**src/rtl/csk_pkg.sv**
```systemverilog
package csk_pkg;
  typedef enum logic [1:0] {
    FILL_EMPTY = 2'd0,
    FILL_ONE   = 2'd1,
    FILL_TWO   = 2'd2
  } fill_e;
endpackage

```
**src/rtl/csk_ctrl.sv**
```systemverilog
module csk_ctrl
  import csk_pkg::*;
#(
  parameter int CIRCULAR = 0
) (
  input  logic clk,
  input  logic rst_n,
  input  logic clear,
  input  logic in_valid,
  input  logic out_ready,
  output logic in_ready,
  output logic out_valid,
  output logic head_ld_in,
  output logic head_ld_tail,
  output logic tail_ld_in
);
  fill_e fill_q, fill_n;
  logic  rdy_q, rdy_n;
  logic  vld_q, vld_n;
  logic  take, give;

  assign take = in_valid & rdy_q;
  assign give = vld_q & out_ready;

  always_comb begin
    fill_n       = fill_q;
    head_ld_in   = 1'b0;
    head_ld_tail = 1'b0;
    tail_ld_in   = 1'b0;
    if (clear) begin
      fill_n = FILL_EMPTY;
    end else begin
      unique case (fill_q)
        FILL_EMPTY: begin
          if (take) begin
            head_ld_in = 1'b1;
            fill_n     = FILL_ONE;
          end
        end
        FILL_ONE: begin
          if (take && give) begin
            head_ld_in = 1'b1;
          end else if (take) begin
            tail_ld_in = 1'b1;
            fill_n     = FILL_TWO;
          end else if (give) begin
            fill_n = FILL_EMPTY;
          end
        end
        FILL_TWO: begin
          if (give) begin
            head_ld_tail = 1'b1;
            if (take) tail_ld_in = 1'b1;
            else      fill_n     = FILL_ONE;
          end else if (take) begin
            tail_ld_in = 1'b1;
          end
        end
        default: fill_n = FILL_EMPTY;
      endcase
    end
  end

  generate
    if (CIRCULAR != 0) begin : g_circ
      assign rdy_n = 1'b1;
    end else begin : g_norm
      assign rdy_n = (fill_n != FILL_TWO);
    end
  endgenerate

  assign vld_n = (fill_n != FILL_EMPTY);

  always_ff @(posedge clk or negedge rst_n) begin
    if (!rst_n) begin
      fill_q <= FILL_EMPTY;
      rdy_q  <= 1'b1;
      vld_q  <= 1'b0;
    end else begin
      fill_q <= fill_n;
      rdy_q  <= rdy_n;
      vld_q  <= vld_n;
    end
  end

  assign in_ready  = rdy_q;
  assign out_valid = vld_q;


  clear_empties_chk: assert property (@(posedge clk) disable iff (!rst_n)
    clear |=> (fill_q == FILL_EMPTY) && !out_valid && in_ready);


  no_overflow_chk: assert property (@(posedge clk) disable iff (!rst_n)
    (CIRCULAR == 0 && fill_q == FILL_TWO) |-> !take);


  fill_blocks_chk: assert property (@(posedge clk) disable iff (!rst_n)
    (CIRCULAR == 0 && fill_q == FILL_ONE && take && !give && !clear) |=> !in_ready);


  circ_ready_chk: assert property (@(posedge clk) disable iff (!rst_n)
    (CIRCULAR != 0) |-> in_ready);
endmodule

```
**src/rtl/csk_store.sv**
```systemverilog
module csk_store #(
  parameter int DATA_W = 8
) (
  input  logic              clk,
  input  logic              rst_n,
  input  logic              head_ld_in,
  input  logic              head_ld_tail,
  input  logic              tail_ld_in,
  input  logic [DATA_W-1:0] in_data,
  output logic [DATA_W-1:0] head_data
);
  logic [DATA_W-1:0] head_q, head_n, tail_q;
  logic              head_en;

  assign head_en = head_ld_in | head_ld_tail;
  assign head_n  = head_ld_tail ? tail_q : in_data;

  always_ff @(posedge clk or negedge rst_n) begin
    if (!rst_n)       head_q <= '0;
    else if (head_en) head_q <= head_n;
  end

  always_ff @(posedge clk or negedge rst_n) begin
    if (!rst_n)          tail_q <= '0;
    else if (tail_ld_in) tail_q <= in_data;
  end

  assign head_data = head_q;


  one_source_chk: assert property (@(posedge clk) disable iff (!rst_n)
    !(head_ld_in && head_ld_tail));
endmodule

```
**src/rtl/circ_skid_stage.sv**
```systemverilog
module circ_skid_stage #(
  parameter int DATA_W   = 8,
  parameter int CIRCULAR = 0
) (
  input  logic              clk,
  input  logic              rst_n,
  input  logic              clear,
  input  logic              in_valid,
  output logic              in_ready,
  input  logic [DATA_W-1:0] in_data,
  output logic              out_valid,
  input  logic              out_ready,
  output logic [DATA_W-1:0] out_data
);
  logic head_ld_in, head_ld_tail, tail_ld_in;

  csk_ctrl #(.CIRCULAR(CIRCULAR)) i_ctrl (
    .clk          (clk),
    .rst_n        (rst_n),
    .clear        (clear),
    .in_valid     (in_valid),
    .out_ready    (out_ready),
    .in_ready     (in_ready),
    .out_valid    (out_valid),
    .head_ld_in   (head_ld_in),
    .head_ld_tail (head_ld_tail),
    .tail_ld_in   (tail_ld_in)
  );

  csk_store #(.DATA_W(DATA_W)) i_store (
    .clk          (clk),
    .rst_n        (rst_n),
    .head_ld_in   (head_ld_in),
    .head_ld_tail (head_ld_tail),
    .tail_ld_in   (tail_ld_in),
    .in_data      (in_data),
    .head_data    (out_data)
  );


  hold_stall_chk: assert property (@(posedge clk) disable iff (!rst_n)
    (out_valid && !out_ready && !clear) |=> out_valid && $stable(out_data));


  fill_latency_chk: assert property (@(posedge clk) disable iff (!rst_n)
    (!out_valid && in_valid && in_ready && !clear) |=> out_valid && (out_data == $past(in_data)));
endmodule

```
**config.mk**
```make
export PLATFORM = sky130hd
export DESIGN_NAME = circ_skid_stage
export DESIGN_NICKNAME = d
export VERILOG_FILES = /design/src/rtl/csk_pkg.sv /design/src/rtl/csk_ctrl.sv /design/src/rtl/csk_store.sv /design/src/rtl/circ_skid_stage.sv
export SDC_FILE = /design/constraint.sdc
export NUM_CORES = 1
export LEC_CHECK = 0
export BUFFER_PORTS_ARGS = -buffer_cell sky130_fd_sc_hd__buf_2
export CELL_PAD_IN_SITES_DETAIL_PLACEMENT = 1
export CELL_PAD_IN_SITES_GLOBAL_PLACEMENT = 2
export CORE_UTILIZATION = 30
export CTS_BUF_LIST = sky130_fd_sc_hd__clkbuf_8 sky130_fd_sc_hd__clkbuf_16
export CTS_CLUSTER_SIZE = 24
export DETAILED_ROUTE_END_ITERATION = 10
export PLACE_DENSITY_LB_ADDON = 0.1
export SLEW_MARGIN = 20
export SYNTH_ARGS = -nofsm -noshare
export SYNTH_HDL_FRONTEND = slang
export SYNTH_HIERARCHICAL = 1
export SYNTH_SLANG_ARGS = --single-unit
```
**constraint.sdc**
```tcl
create_clock -name clk -period 1.9 [get_ports clk]
set_clock_uncertainty 0.2 [all_clocks]
set_input_delay 0.285 -clock clk [delete_from_list [all_inputs] [get_ports clk]]
set_output_delay 0.285 -clock clk [all_outputs]
set_load 0.02 [all_outputs]
```
======== Word level (Yosys, flattened, before mapping) ========
Index checks and enable logic that the tools add are counted.
storage, ports and cells
  bits of input ports ..................... 13
  output and inout bits ................... 10
  word-level logic and storage cells ...... 33
  flip-flop bits (word level) ............. 20
operators by class
  equality and inequality tests ........... 3
  bitwise gates (word level) .............. 3
  reductions and logical operators ........ 3
  muxes and demuxes ....................... 19
operator list
  operator                                             count
  2-to-1 mux 2 bit                                     7
  2-to-1 mux 1 bit                                     8
  2-to-1 mux 8 bit                                     1
  one-hot mux 2 bit (3 select lines)                   1
  one-hot mux 1 bit (2 select lines)                   2
  AND 1 bit                                            2
  equality test 2 x 1 -> 1 bit, second input constant  1
  equality test 2 bit, second input constant           1
  logical NOT 2 bit                                    1
  inequality test 2 bit, second input constant         1
  nonzero test 2 bit                                   1
  logical AND 1 bit                                    1
  bitwise OR 1 bit                                     1

======== Longest topological paths before layout ========
  depth in word-level cells ............... 7
  mapped depth ............................ 7
  depth with buffers taken out ............ 6

======== Hierarchy ========
The synthesis kept the hierarchy.
modules (own cells, without submodules)
  module     area each (um^2)  cells an instance  instances
  csk_store  704.4             51                 1
  csk_ctrl   324.1             34                 1

======== Worst setup path before layout ========
No wires, ideal clock.
  kind .................................... reg-to-reg
  start point ............................. reg i_ctrl.rdy_q, in the netlist i_ctrl/in_ready
  end point ............................... reg i_store.tail_q[0]
  setup time .............................. 0.125 ns
  arrival ................................. 1.549 ns
  required time ........................... 1.575 ns
  cell stages (with the launch flop) ...... 5
  buffers on the path ..................... 1
  setup slack ............................. 0.026 ns
  cells stage by stage .................... dfstp_2 -> nand2_1 -> nor4b_1 -> buf_6 -> mux2_4
on the way
  cells in the longest elaborated chain, start to end .. 5
  elaborated cells between the ends (all ways) .. 6
  those cells by class .................... 4 x mux; 1 x bitwise; 1 x reduce/logical
ends and longest elaborated chain
  item                                                          RTL line               source
  start: declaration                                            csk_ctrl.sv:18         logic rdy_q, rdy_n;
  start signal: assignment                                      csk_ctrl.sv:81         rdy_q <= rdy_n;
  AND 1 bit *                                                   csk_ctrl.sv:22         assign take = in_valid & rdy_q;
  2-to-1 mux 1 bit / logical AND 1 bit (equally long branches)  -
  2-to-1 mux 1 bit                                              csk_ctrl.sv:41         if (take && give) begin
  one-hot mux 1 bit (2 select lines) *                          csk_ctrl.sv:33         unique case (fill_q)
  2-to-1 mux 1 bit *                                            csk_ctrl.sv:30         if (clear) begin
  net tail_ld_in                                                circ_skid_stage.sv:15  logic head_ld_in, head_ld_tail, tail_ld_in;
  end signal: assignment                                        csk_store.sv:25        else if (tail_ld_in) tail_q <= in_data;
  end: declaration                                              csk_store.sv:12        logic [DATA_W-1:0] head_q, head_n, tail_q;
The timed path passes the listed nets; every way through them passes the cells marked *.
A chain may end at the register's enable or synchronous reset.

======== Worst setup path after layout ========
  start point ............................. reg i_ctrl.fill_q[1]
  end point ............................... reg i_store.tail_q[3]
on the way
  cells in the longest elaborated chain, start to end .. 3
  elaborated cells between the ends (all ways) .. 4
  those cells by class .................... 2 x eq/ne; 2 x mux
ends and longest elaborated chain
  item                                                                        RTL line               source
  start: declaration                                                          csk_ctrl.sv:17         fill_e fill_q, fill_n;
  start signal: assignment                                                    csk_ctrl.sv:80         fill_q <= fill_n;
  equality test 2 bit / equality test 2 x 1 -> 1 bit (equally long branches)  csk_ctrl.sv:33
  one-hot mux 1 bit (2 select lines) *                                        csk_ctrl.sv:33
  2-to-1 mux 1 bit *                                                          csk_ctrl.sv:30
  net tail_ld_in                                                              circ_skid_stage.sv:15
Marked as above.

==> impl_metrics.toml <==
[outcome]
status = "complete, no violations"

[pwr]
p_comb_share_pct = 34.6
seq_power_share_pct = 39.9
switchingPower_mw = 0.5125
vdd_drop_max_mv = 0.5471
totalPowerFinal_mw = 1.650
clock_power_share_pct = 25.5
powerDensity_nw_per_um2 = 1195
switching_share_pct = 31.05
internal_power_mw = 1.138
leakagePower_nw = 0.6274

[clock_network]
clock_sinks = 20
clk-insertion-delay-late_ps = 260
cts_buffer_depth = 2
cts-root-buf = "clkbuf_8"
numCtsBuffers = 3
clk_pin_slew_ps = 70
ctsHtreeMaxLevel = 1
cts_tree = "yes"

[global_route]
grt.overflow.total = 0
grt_max_degree = 21
grt-busiest-layer = "met2"
grt_pass1_wl_um = 3822
use_met3_pct = 4.478
grt_pass1_vias = 784
grt_use_met2_pct = 21.66
grt_use_met1_pct = 20.19
antenna_found_initial = 0
grt_util_all_layers_pct = 14.96

[synthesis]
ys.flop_type = "dfrtp_1"
yosys.area.top_type_share_pct = 46.23
synth-seq-cells = 20
yosys.area.top_type = "dfrtp_1"
netlist_instances = 85
ys_types = 27
ys_seq_area_share_pct = 48.78
synthArstFlopShare_pct = 100.0
syn-num-nets = 102
avgSynthCellArea_um2 = 12.10
syn-cell-area_um2 = 1028
synth_warnings = 6
yosys-top-cells-area = "dfrtp_1 (46%), mux2_4 (12%), mux2i_1 (7.8%)"
synth_edf_count = 0

[routing]
via_count = 780
drtIter0Drc = 27
first_pass_iters = 4
antenna_left = 0
drcViolationCount = 0
drt_wl_total_um = 2369
wire_per_inst_um = 14.36
vias_per_cell = 4.727

[placed_design]
gp_congestion = 0.7859
dp.cells = 158
dp_hpwl_um = 1705
io_buffers = 22
dp_slack_ps = -47.76
dpl_cell_area_um2 = 1251

[timing]
rsz0062_at_grt = "true"
worst_pin_slew_ps = 427.7
drv_slew = 0
clock.fmax_mhz = 545.1
setup_viol_count_final = 0
hold_violations = 0
fin_crit_sh_pct = 96.55
slew_headroom_pct = 71.49
period_needed_ps = 1834
setup_ws_ps = 65.62

[critical_path]
cp_max_fo = 8
critPathKind = "reg -> reg"
crit_path_end_kind = "flop"
startpoint_type = "flop"
worstPathArrival_ps = 1780
crit_required_ps = 1850

[cells_and_area]
post_layout_nonfiller_instances = 165
n_fill_cell = 367
diodes = 0
fin_nets = 139
final_core_utilization_pct = 43.81
stdcell_area_um2 = 1381
syn2layout_area_growth_pct = 34.31
drive_above_1_share_pct = 47.93

[floorplanning]
start_util_pct = 32.62
fp.dieW_um = 60.55
core_area_um2 = 3153
rows = 20
top_level_ports = 23
dieArea_um2 = 3666
die-height_um = 60.55

[job]
drv_cap = 0

[min_path]
min_path_type = "in -> reg"
[layout make-up]
| type | count | area (µm²) | area share, % |
|---|---|---|---|
| Inverter | 3 | 11.26 | 0.8152 |
| Clock buffer | 3 | 41.29 | 2.989 |
| Sequential cell | 20 | 503.0 | 36.41 |
| Tap cell | 44 | 55.05 | 3.986 |
| Timing Repair Buffer | 35 | 214.0 | 15.49 |
| Multi-Input combinational cell | 59 | 526.8 | 38.13 |
| Clock inverter | 1 | 30.03 | 2.174 |
[cell families (layout without fill, tap and decap cells)]
kind of cell             count (synthesis)  count (layout)  share of synthesized area, %
AO/OA/AOI/OAI                           20              20                         12.89
adder cells (fa/ha/maj)                  4               4                         4.866
buffers and inverters                    6              42                         4.379
flip-flops                              20              20                         48.78
multiplexers                            16              16                         19.47
AND/OR/NAND/NOR                         19              19                         9.612
[state kept, by name (all words and copies together), names as in the netlist]
name / cells
i_ctrl/fill_q: 2
i_ctrl/out_valid: 1
i_store/tail_q: 8
i_store/head_data: 8
i_ctrl/in_ready: 1
[critical path: stages (launching register included)]
cell	delay, ps
dfrtp_2	460
inv_2	90
ha_4	150
a21oi_2	50
nor4b_2	210
buf_4	240
mux2_4	310
[per-stage QoR]
step	hold slack (ps)	setup TNS [ps]
after floorplan	-210.6	0
after global placement	63.20	-260.6
after detailed placement	65.95	-346.7
after CTS	58.68	0
after global routing	63.08	-29.28
final	68.51	0
[metal layers]
layer | share of wire, % | wire length (µm)
met1 | 50 | 1189
met2 | 44 | 1046
met3 | 4.0 | 95
met4 | 1.6 | 38
met5 | 0 | 0
[cell usage after synthesis (2+ instances only)]
master / instances
mux2i_1: 8
a31oi_1: 2
inv_1: 3
nand2_1: 10
mux2_4: 8
dfrtp_1: 19
o21ai_1: 8
a21oi_1: 3
ha_1: 4
buf_6: 3
[power by group through the flow]
stage	registers, mW	logic [mW]	clock network, mW
global route	0.678	0.621	0.451
finish	0.658	0.570	0.421
CTS	0.660	0.556	0.439
detailed placement	0.659	0.547	0
global placement	0.655	0.535	0
floorplan	0.746	0.257	0
[final timing paths]
kind / to / slack (ps) / cells after the start / from
hold reg to reg: i_store/head_data[5] / 300 / 2 / i_store/tail_q[5]
hold / removal: i_store/tail_q[1] / 70 / 2 / in_data[1]
setup / recovery: i_store/tail_q[3] / 70 / 6 / i_ctrl/fill_q[1]
max in group asynchronous: i_ctrl/fill_q[1] / 880 / 2 / rst_n
min in group asynchronous: i_ctrl/out_valid / 290 / 2 / rst_n
setup reg to reg: i_store/tail_q[3] / 70 / 6 / i_ctrl/fill_q[1]
[placed cells by master (no fill, tap or decap), drive strengths merged]
cell         synthesis  routed
a311oi               1       1
nand4b               1       1
mux2                 8       8
a31oi                2       2
dlygate4sd3          0       1
nor2                 1       1
dfrtp               19      19
and4                 1       1
o21a                 1       1
dfstp                1       1
a22oi                1       1
nand2               10      10
nor3                 1       1
o21ai                9       9
a21bo                1       1
nand4                1       1
nand2b               1       1
clkbuf               0       3
a21oi                3       3
mux2i                8       8
bufinv               0       1
buf                  3      34
ha                   4       4
nor4b                1       1
o31ai                1       1
inv                  3       3
and3                 1       1
o211ai               1       1
nor3b                1       1
[repair_timing]
| item | CTS | global route |
|---|---|---|
| setup endpoints to repair | 8 | 19 |
| buffers inserted | 1 | 1 |
| resized for setup | 3 | 6 |
| hold buffers | 1 | 0 |
| cloned | 0 | 0 |
| endpoints found under the hold margin | 19 | 0 |
Power figures use the tool's default switching activity.
